$ cat config.mk
export PLATFORM = sky130hd
export DESIGN_NAME = tmr_bank
export DESIGN_NICKNAME = d
export VERILOG_FILES = /design/src/rtl/tmr_pkg.sv /design/src/rtl/tmr_prescaler.sv /design/src/rtl/tmr_channel.sv /design/src/rtl/tmr_bank.sv
export SDC_FILE = /design/constraint.sdc
export NUM_CORES = 1
export LEC_CHECK = 0
export ABC_AREA = 1
export BUFFER_PORTS_ARGS = -buffer_cell sky130_fd_sc_hd__buf_4
export CAP_MARGIN = 20
export CORE_UTILIZATION = 55
export DETAILED_ROUTE_END_ITERATION = 16
export PLACE_DENSITY = 0.72
export SLEW_MARGIN = 20
export SYNTH_ARGS = -nofsm -noshare
export SYNTH_HDL_FRONTEND = slang
export SYNTH_SLANG_ARGS = --single-unit
$ cat constraint.sdc
create_clock -name clk -period 5.75 [get_ports clk]
set_input_delay 1.15 -clock clk [delete_from_list [all_inputs] [get_ports clk]]
set_output_delay 1.15 -clock clk [all_outputs]
set_load 0.01 [all_outputs]
$ cat src/rtl/tmr_pkg.sv
// Package: shared types and helpers for the timer bank.
// Assumes the control register occupies the low 8 bits of the data word.
package tmr_pkg;

    localparam int ACC_W = 10;   // divider phase width, enough for the 1024 period

    typedef struct packed {
        logic       en;
        logic       ie;
        logic       cas;
        logic [1:0] pre;
    } tmr_ctl_t;

    // Shift amount for a divider code (period = 1 << shift)
    function automatic int unsigned pre_shift(input logic [1:0] sel);
        case (sel)
            2'd0:    return 0;
            2'd1:    return 6;
            2'd2:    return 8;
            default: return 10;
        endcase
    endfunction

    // Unpack the low control byte into fields
    function automatic tmr_ctl_t decode_ctl(input logic [7:0] d);
        tmr_ctl_t c;
        c.en  = d[7];
        c.ie  = d[6];
        c.cas = d[2];
        c.pre = d[1:0];
        return c;
    endfunction

    // Pack the fields back into the control byte, unused bits zero
    function automatic logic [7:0] encode_ctl(input tmr_ctl_t c);
        return {c.en, c.ie, 3'b000, c.cas, c.pre};
    endfunction

endpackage

$ cat src/rtl/tmr_prescaler.sv
// Module: divider phase for one timer.
// Emits a one-cycle tick every 2^shift clocks while run is high.
// A clear restarts the phase and suppresses the tick in that cycle.
// Assumes sel only changes together with clr.
module tmr_prescaler
    import tmr_pkg::*;
#(
    parameter int ACC_BITS = ACC_W
) (
    input  logic       clk,
    input  logic       rst_n,
    input  logic       run,
    input  logic       clr,
    input  logic [1:0] sel,
    output logic       tick
);

    logic [ACC_BITS-1:0] acc_q;
    logic [ACC_BITS-1:0] lim;
    logic [ACC_BITS:0]   period;

    // Terminal phase value for the selected divider
    always_comb begin
        period = (ACC_BITS+1)'(1) << pre_shift(sel);
        lim    = ACC_BITS'(period - 1'b1);
    end

    // Tick when the phase reaches its terminal value
    assign tick = run && !clr && (acc_q == lim);

    // Advance the phase, restart it on clear, idle or terminal value
    always_ff @(posedge clk) begin
        if (!rst_n) begin
            acc_q <= '0;
        end else if (clr || !run || (acc_q == lim)) begin
            acc_q <= '0;
        end else begin
            acc_q <= acc_q + 1'b1;
        end
    end

    // The phase never passes the terminal value of the current divider
    p_phase_bound_r1: assert property (@(posedge clk) disable iff (!rst_n)
        acc_q <= lim);

endmodule

$ cat src/rtl/tmr_channel.sv
// Module: one timer, holding the start value, control and count registers.
// Counts divider ticks, or overflows from its predecessor when chained.
// Reloads from the start value on overflow and pulses irq when armed.
// Assumes ctl_we and rld_we are never high together.
module tmr_channel
    import tmr_pkg::*;
#(
    parameter int CNT_W = 16
) (
    input  logic             clk,
    input  logic             rst_n,
    input  logic             ctl_we,
    input  logic             rld_we,
    input  logic [CNT_W-1:0] wdata,
    input  logic             pred_ovf,
    output logic             ovf,
    output logic [CNT_W-1:0] cnt,
    output tmr_ctl_t         ctl,
    output logic             irq
);

    tmr_ctl_t         ctl_q;
    tmr_ctl_t         new_ctl;
    logic [CNT_W-1:0] rld_q;
    logic [CNT_W-1:0] cnt_q;
    logic             irq_q;
    logic             ptick;
    logic             ctick;
    logic             tick;
    logic             start;

    tmr_prescaler #(.ACC_BITS(ACC_W)) u_pre (
        .clk   (clk),
        .rst_n (rst_n),
        .run   (ctl_q.en && !ctl_q.cas),
        .clr   (ctl_we),
        .sel   (ctl_q.pre),
        .tick  (ptick)
    );

    // Tick sources, overflow detection and enable rising edge
    always_comb begin
        new_ctl = decode_ctl(wdata[7:0]);
        ctick   = ctl_q.en && ctl_q.cas && pred_ovf;
        tick    = ptick || ctick;
        ovf     = tick && (cnt_q == {CNT_W{1'b1}});
        start   = ctl_we && new_ctl.en && !ctl_q.en;
    end

    // Control and start value registers
    always_ff @(posedge clk) begin
        if (!rst_n) begin
            ctl_q <= '0;
            rld_q <= '0;
        end else begin
            if (ctl_we) ctl_q <= new_ctl;
            if (rld_we) rld_q <= wdata;
        end
    end

    // Count register: load on start or overflow, else step on tick
    always_ff @(posedge clk) begin
        if (!rst_n) begin
            cnt_q <= '0;
        end else if (start || ovf) begin
            cnt_q <= rld_q;
        end else if (tick) begin
            cnt_q <= cnt_q + 1'b1;
        end
    end

    // Interrupt pulse one cycle after an armed overflow
    always_ff @(posedge clk) begin
        if (!rst_n) irq_q <= 1'b0;
        else        irq_q <= ovf && ctl_q.ie;
    end

    assign cnt = cnt_q;
    assign ctl = ctl_q;
    assign irq = irq_q;

    p_reload_on_ovf_r2: assert property (@(posedge clk) disable iff (!rst_n)
        ovf |=> (cnt_q == $past(rld_q)));

    p_irq_needs_ie_r3: assert property (@(posedge clk) disable iff (!rst_n)
        irq_q |-> $past(ctl_q.ie));

    p_hold_when_off_r6: assert property (@(posedge clk) disable iff (!rst_n)
        (!ctl_q.en && !ctl_we) |=> $stable(cnt_q));

    p_no_tick_on_write_r7: assert property (@(posedge clk) disable iff (!rst_n)
        ctl_we |-> !ptick);

    p_start_loads_r8: assert property (@(posedge clk) disable iff (!rst_n)
        start |=> (cnt_q == $past(rld_q)));

endmodule

$ cat src/rtl/tmr_bank.sv
// Module: top of the timer bank, with N_TMR chained channels.
// Decodes the single write port into per-timer strobes, builds the
// overflow chain and muxes the combinational read port.
// Assumes N_TMR is a power of two and CNT_W is at least 8.
module tmr_bank
    import tmr_pkg::*;
#(
    parameter int N_TMR = 4,
    parameter int CNT_W = 16,
    localparam int IDX_W = (N_TMR > 1) ? $clog2(N_TMR) : 1
) (
    input  logic             clk,
    input  logic             rst_n,
    input  logic             wr_en,
    input  logic [IDX_W-1:0] wr_idx,
    input  logic             wr_ctl,
    input  logic [CNT_W-1:0] wr_data,
    input  logic [IDX_W-1:0] rd_idx,
    input  logic             rd_ctl,
    output logic [CNT_W-1:0] rd_data,
    output logic [N_TMR-1:0] irq
);

    logic [N_TMR-1:0] ovf_v;
    logic [N_TMR-1:0] pred_v;
    logic [N_TMR-1:0] ctl_we_v;
    logic [N_TMR-1:0] rld_we_v;
    logic [CNT_W-1:0] cnt_a [N_TMR];
    tmr_ctl_t         ctl_a [N_TMR];

    for (genvar g = 0; g < N_TMR; g++) begin : g_tmr
        // Write strobes for this timer
        assign ctl_we_v[g] = wr_en && wr_ctl  && (wr_idx == IDX_W'(g));
        assign rld_we_v[g] = wr_en && !wr_ctl && (wr_idx == IDX_W'(g));

        // Chain input: the lowest timer has no predecessor
        if (g == 0) begin : g_head
            assign pred_v[g] = 1'b0;
        end else begin : g_link
            assign pred_v[g] = ovf_v[g-1];
        end

        tmr_channel #(.CNT_W(CNT_W)) u_ch (
            .clk      (clk),
            .rst_n    (rst_n),
            .ctl_we   (ctl_we_v[g]),
            .rld_we   (rld_we_v[g]),
            .wdata    (wr_data),
            .pred_ovf (pred_v[g]),
            .ovf      (ovf_v[g]),
            .cnt      (cnt_a[g]),
            .ctl      (ctl_a[g]),
            .irq      (irq[g])
        );
    end

    // Read port mux
    always_comb begin
        if (rd_ctl) rd_data = {{(CNT_W-8){1'b0}}, encode_ctl(ctl_a[rd_idx])};
        else        rd_data = cnt_a[rd_idx];
    end

    p_head_chained_frozen_r5: assert property (@(posedge clk) disable iff (!rst_n)
        (ctl_a[0].cas && !ctl_we_v[0]) |=> $stable(cnt_a[0]));

    p_top_irq_follows_r3: assert property (@(posedge clk) disable iff (!rst_n)
        (ovf_v[N_TMR-1] && ctl_a[N_TMR-1].ie) |=> irq[N_TMR-1]);

endmodule

; Yosys cells after proc, flatten, opt, wreduce, memory -nomap -nowiden
; Cells that the tools add are included.
[op_classes]
shifts = 4
n_mux = 19
eq_ne = 19
bitwise_logic = 2
reduce_logical = 89
n_addsub = 12
n_lt_le_gt_ge = 1
[ops]
columns = operator, count
row1 = two-way mux 16 bit, 11
row2 = adder 16 x 1 -> 16 bit (second input constant), 4
row3 = == test 16 bit (second input constant), 4
row4 = case mux 4 bit (3 select lines), 4
row5 = logical AND 1 bit, 44
row6 = adder 10 x 1 -> 10 bit (second input constant), 4
row7 = == test 10 bit, 4
row8 = << shifter 1 x 4 -> 10 bit (first input constant), 4
row9 = subtractor 10 x 1 -> 10 bit (second input constant), 4
row10 = binary-select mux 16 bit (select 2 bit), 1
row11 = logical NOT 1 bit, 17
row12 = logical OR 1 bit, 15
row13 = == test 2 bit (second input constant), 6
row14 = binary-select mux 5 bit (select 2 bit), 1
row15 = == test 2 x 1 -> 1 bit (second input constant), 5
row16 = logical NOT 2 bit, 5
row17 = two-way mux 5 bit, 2
row18 = nonzero test 2 bit, 4
row19 = OR reduction 2 bit, 4
row20 = >= comparator 3 bit (second input constant), 1
row21 = NOT 2 -> 3 bit, 1
row22 = NOT 1 bit, 1
[totals]
word_cells = 178
reg_bits = 192
inputBits = 25
out_inout_bits = 20

; Logic depth before layout (Yosys ltp)
[depth]
word_depth = 18
depth_mapped = 19
mapped_depth_nobuf = 18

; By module
; From an unflattened synthesis, not the netlist that was laid out.
[unflattened]
hier_cells = 1848
hier_area_um2 = 11292.1
[by_module_without_submodules]
columns = module, seq_area_each_um2, area_each_um2, n_inst, cells_per_inst
row1 = tmr_channel, 760.7, 1934.4, 4, 300
row2 = tmr_prescaler, 200.2, 606.8, 4, 98
row3 = tmr_bank, 0.0, 1127.3, 1, 256

; Worst setup path before layout
; OpenSTA, ideal clock, no wires.
[synth_path]
path_kind = input port to output port
startpoint = in rd_idx[0]
endpoint = out rd_data[6]
path_slack_ns = 2.395
path_buffers = 2
required_time_ns = 4.600
path_stages = 8
arrival_ns = 2.205
path_cell_list = clkbuf_1 -> inv_1 -> clkbuf_1 -> a21oi_1 -> o21ai_0 -> nand2_1 -> nor2_1 -> a31oi_1
[synth_via]
elab_chain_len = 5
elab_cells_between_ends = 8
classes_between = mux: 7 / bitwise: 1
[synth_lines]
columns = element, line_no
row1 = "start, declared", tmr_bank.sv:18  ; input logic [IDX_W-1:0] rd_idx,
row2 = NOT 2 -> 3 bit (not written as such) (*), "tmr_bank.sv:59, tmr_bank.sv:60"
row3 = binary-select mux 16 bit (select 2 bit) or binary-select mux 5 bit (select 2 bit) (tied branches), "tmr_bank.sv:60, tmr_bank.sv:59"
row4 = two-way mux 16 bit (not written as such) or two-way mux 5 bit (tied branches) (2 in a row), "tmr_bank.sv:60, tmr_bank.sv:59"
row5 = two-way mux 16 bit (*), tmr_bank.sv:59  ; if (rd_ctl) rd_data = {{(CNT_W-8){1'b0}}, encode_ctl(ctl_a[rd_idx])};
row6 = "end, declared", tmr_bank.sv:20  ; output logic [CNT_W-1:0] rd_data,
; Mark *: on every way between the ends. The rest lies on a longest branch, timed or not. The select of a mux whose other input is x is not followed.

; Worst setup path in the final report
; Same ends and word-level chain as after synthesis.

==> impl_metrics.csv <==
group,metric,value,unit
final_layout,area_growth,9.53,%
sta,rsz0062_at_grt,"no",
sta,clock_skew,0.0112,ns
global_route,grt_usage,30.0,%
drt,detail_route.wl_per_cell,16.2,µm
yosys,synth_commonest_cells,"217 x nor2_1, 214 x nand2_1, 192 x dfxtp_1",
clock_tree,cts_resized,0,
clock_tree,cts_setup_buffers,0,
yosys,syn_avg_cell_area,6.84,µm²
sta,tightest_slew,1.05,ns
yosys,ys_warn_count,0,
power_and_ir_drop,p_leak,0.00429,µW
worst_setup_path,r2r_cells,15,
yosys,synth_area,9900,µm²
clock_tree,htree_levels,4,
worst_setup_path,crit_path_frequent_cell,"buf_4",
worst_setup_path,r2r-end,"g_tmr[1].u_ch.cnt[5]",
floorplan,die_x,136,µm
worst_setup_path,start_kind,"input pin",
worst_hold_path,holdCritStartpoint,"g_tmr[3].u_ch.rld_q[5]",
run,drv_cap,0,
worst_hold_path,holdPathEnd,"g_tmr[3].u_ch.rld_q[5]",
worst_setup_path,path_class,"in -> out",
sta,setup_viol_count_final,0,
clock_tree,cts_tree,"built",
placement,globalplace.congestion,0.966,
drt,wl_met1,12.4,mm
drt,drt-pass1-iter-count,8,
drt,highest_layer,"met4",
worst_setup_path,required,4.60,ns
yosys,synth_seq_area_share,38.8,%
final_layout,antenna_cells,0,
run_status,status,"finished, final reports clean",
yosys,syn_nets,1481,
final_layout,final_cells,1690,
worst_setup_path,endpoint_kind,"primary output",
drt,drcViolationCount,0,
worst_setup_path,slowest_delay,0.58,ns
clock_tree,clk_pin_slew,0.07,ns
sta,post-route-min-period,4.19,ns
final_layout,layout.nets,1485,
yosys,ys.flop_type,"dfxtp_1",
power_and_ir_drop,peakVddDrop,0.221,mV
power_and_ir_drop,powerDensity,260,nW/µm²
yosys,synthCells,1448,
sta,fin_setup_tns,0,ns
worst_setup_path,crit_fanout,45,
drt,drt-total-wl,27.4,mm
drt,ant_nets,0,
drt,wl_met3,1.69,mm
clock_tree,cts_hold_buf,0,
yosys,ys_types,46,
placement,place_inst,1658,
worst_setup_path,path_delay_family,"buffers and inverters",
floorplan,die_area,18500,µm²
global_route,grt_pass1_vias,8208,
placement,place.port_buffers,44,
global_route,grt_overflow,0,
sta,holdWs,0.461,ns
global_route,grt_max_degree,98,
global_route,grt_pass1_wl,42.6,mm
clock_tree,cts_root_buffer,"clkbuf_16",
sta,fin_crit_sh,72.9,%
sta,hold_violations,0,
clock_tree,clk_path_buf_depth,2,
floorplan,core_area,17400,µm²
global_route,antenna_found_initial,0,
drt,viasPerCell,5.59,
final_layout,regArea,3840,µm²
worst_hold_path,hold_depth,2,
floorplan,die_y,136,µm
sta,slew-limit-headroom,30.2,%
yosys,synthArstFlopShare,0,%
worst_setup_path,rr_startpoint,"g_tmr[0].u_ch.cnt[0]",
yosys,synth_area_leaders,"dfxtp_1 39%, o21ai_0 9.0%, nor2_1 8.2%",
final_layout,multi_input_area,5120,µm²
clock_tree,cts_sinks,192,
drt,initialDrtViolationCount,883,
yosys,yosysMostFrequentCell,"nor2_1",
sta,max_freq,239,MHz
floorplan,io-pin-count,45,
floorplan,start_util,56.9,%
clock_tree,cts-buffers-inserted,17,
worst_setup_path,cp_slowest_cell,"inv_1",
yosys,netlist.area_leader.share,38.8,%
yosys,synth.largest_area_cell,"dfxtp_1",
floorplan,rows,48,
worst_setup_path,crit_buf_inv,3,
clock_tree,clkLatencyLatePin,0.43,ns
sta,final_max_slew_viol_count,0,
final_layout,drive_above_1_share,7.24,%
worst_setup_path,cp.arrival,3.04,ns
drt,met2RoutedLength,13.0,mm
worst_setup_path,rrSetupSlack,2.53,ns
yosys,synth_seq_cells,192,
drt,via_count,9452,
worst_setup_path,crit_chain,"buf_4, inv_1, a21oi_1, o21ai_0, nand2_1, nor2_1, a31oi_1, buf_4",
yosys,synth_edf_count,0,
final_layout,fillers,1675,
worst_hold_path,hold_class,"reg -> reg",
placement,detailed_place_hpwl,19.6,mm
## worst reg2reg max path, cell delays in order, from the launching register on
cell      delay [ns]
dfxtp_1         0.40
ha_1            0.18
nand2_1         0.13
nor2_2          0.15
nand2_1         0.10
nor2_1          0.24
nand4_1         0.18
nand2_4         0.14
nand2_2         0.10
nand2_1         0.67
nor2_1          0.08
buf_4           0.23
inv_2           0.22
o211ai_1        0.13
o211ai_1        0.12
inv_1           0.05
## state kept, by name, indices dropped and copies added (netlist names)
name	cells
g_tmr.u_ch.cnt	64
g_tmr.u_ch.ctl	20
g_tmr.u_ch.irq	4
g_tmr.u_ch.rld_q	64
g_tmr.u_ch.u_pre.acc_q	40
## worst max-delay path by stage
stage,depth (start not counted),start,slack [ns],endpoint
floorplan,8,rd_idx[0],2.39,rd_data[6]
global placement,8,rd_idx[0],1.65,rd_data[2]
finish,8,rd_idx[0],1.56,rd_data[6]
global route,8,rd_idx[0],1.44,rd_data[2]
detailed placement,8,rd_idx[0],1.63,rd_data[2]
CTS,8,rd_idx[0],1.62,rd_data[2]
## routing by layer
metal  global-route usage (%)  up-vias
met5                        0        -
met4                     7.96        0
met3                     5.56       35
met2                     49.1      297
met1                     40.3     4333
li1                         -     4787
## cell families after synthesis
group | share of synthesized area (%)
simple gates | 25.6
xor+xnor | 4.78
buf+inv | 9.46
flops | 38.8
compound gates | 20.3
fa+ha+maj | 1.01
## where the power goes
group	switching, µW	leakage [µW]	internal, µW
clock network	555	0.000281	652
registers	29.7	0.00155	1360
logic	150	0.00246	76.5
total	734	0.00429	2090
## through the flow
step | setup WS (ns) | area [µm²] | power (µW) | utilization, %
floorplan | 2.39 | 9900 | 1560 | -
CTS | 1.62 | 10800 | 2830 | 62.3
global route | 1.44 | 10800 | 2910 | 62.3
global placement | 1.65 | 10300 | 1640 | 58.9
detailed placement | 1.63 | 10300 | 1640 | 58.9
finish | 1.56 | 10800 | 2820 | 62.3
## final cells by class
class	instances	share of cell area (%)
multi-input cells	1020	47.2
flip-flops and latches	192	35.4
inverters	172	5.95
clock buffers	19	3.99
repair buffers	49	3.39
well taps	225	2.60
clock inverters	13	1.41
## cell usage in the layout, fill, tap and decap left out, drive strengths merged, types with 2 or more instances in the layout
cell type  count
nand3         70
a311oi         3
nor3          35
a21oi        124
a211oi         9
o31ai          2
nor3b          4
clkinvlp       2
inv          170
xnor2         11
clkinv        11
dfxtp        192
nor4           7
o21ai        179
a31oi          8
or2            5
clkbuf        19
nand4         23
nand2        222
xor2          43
o21bai         2
bufinv         2
o211ai        30
a221oi         5
buf           49
o21a           2
ha             8
nor2         221
Note: power is estimated with default switching activity, not from simulation.
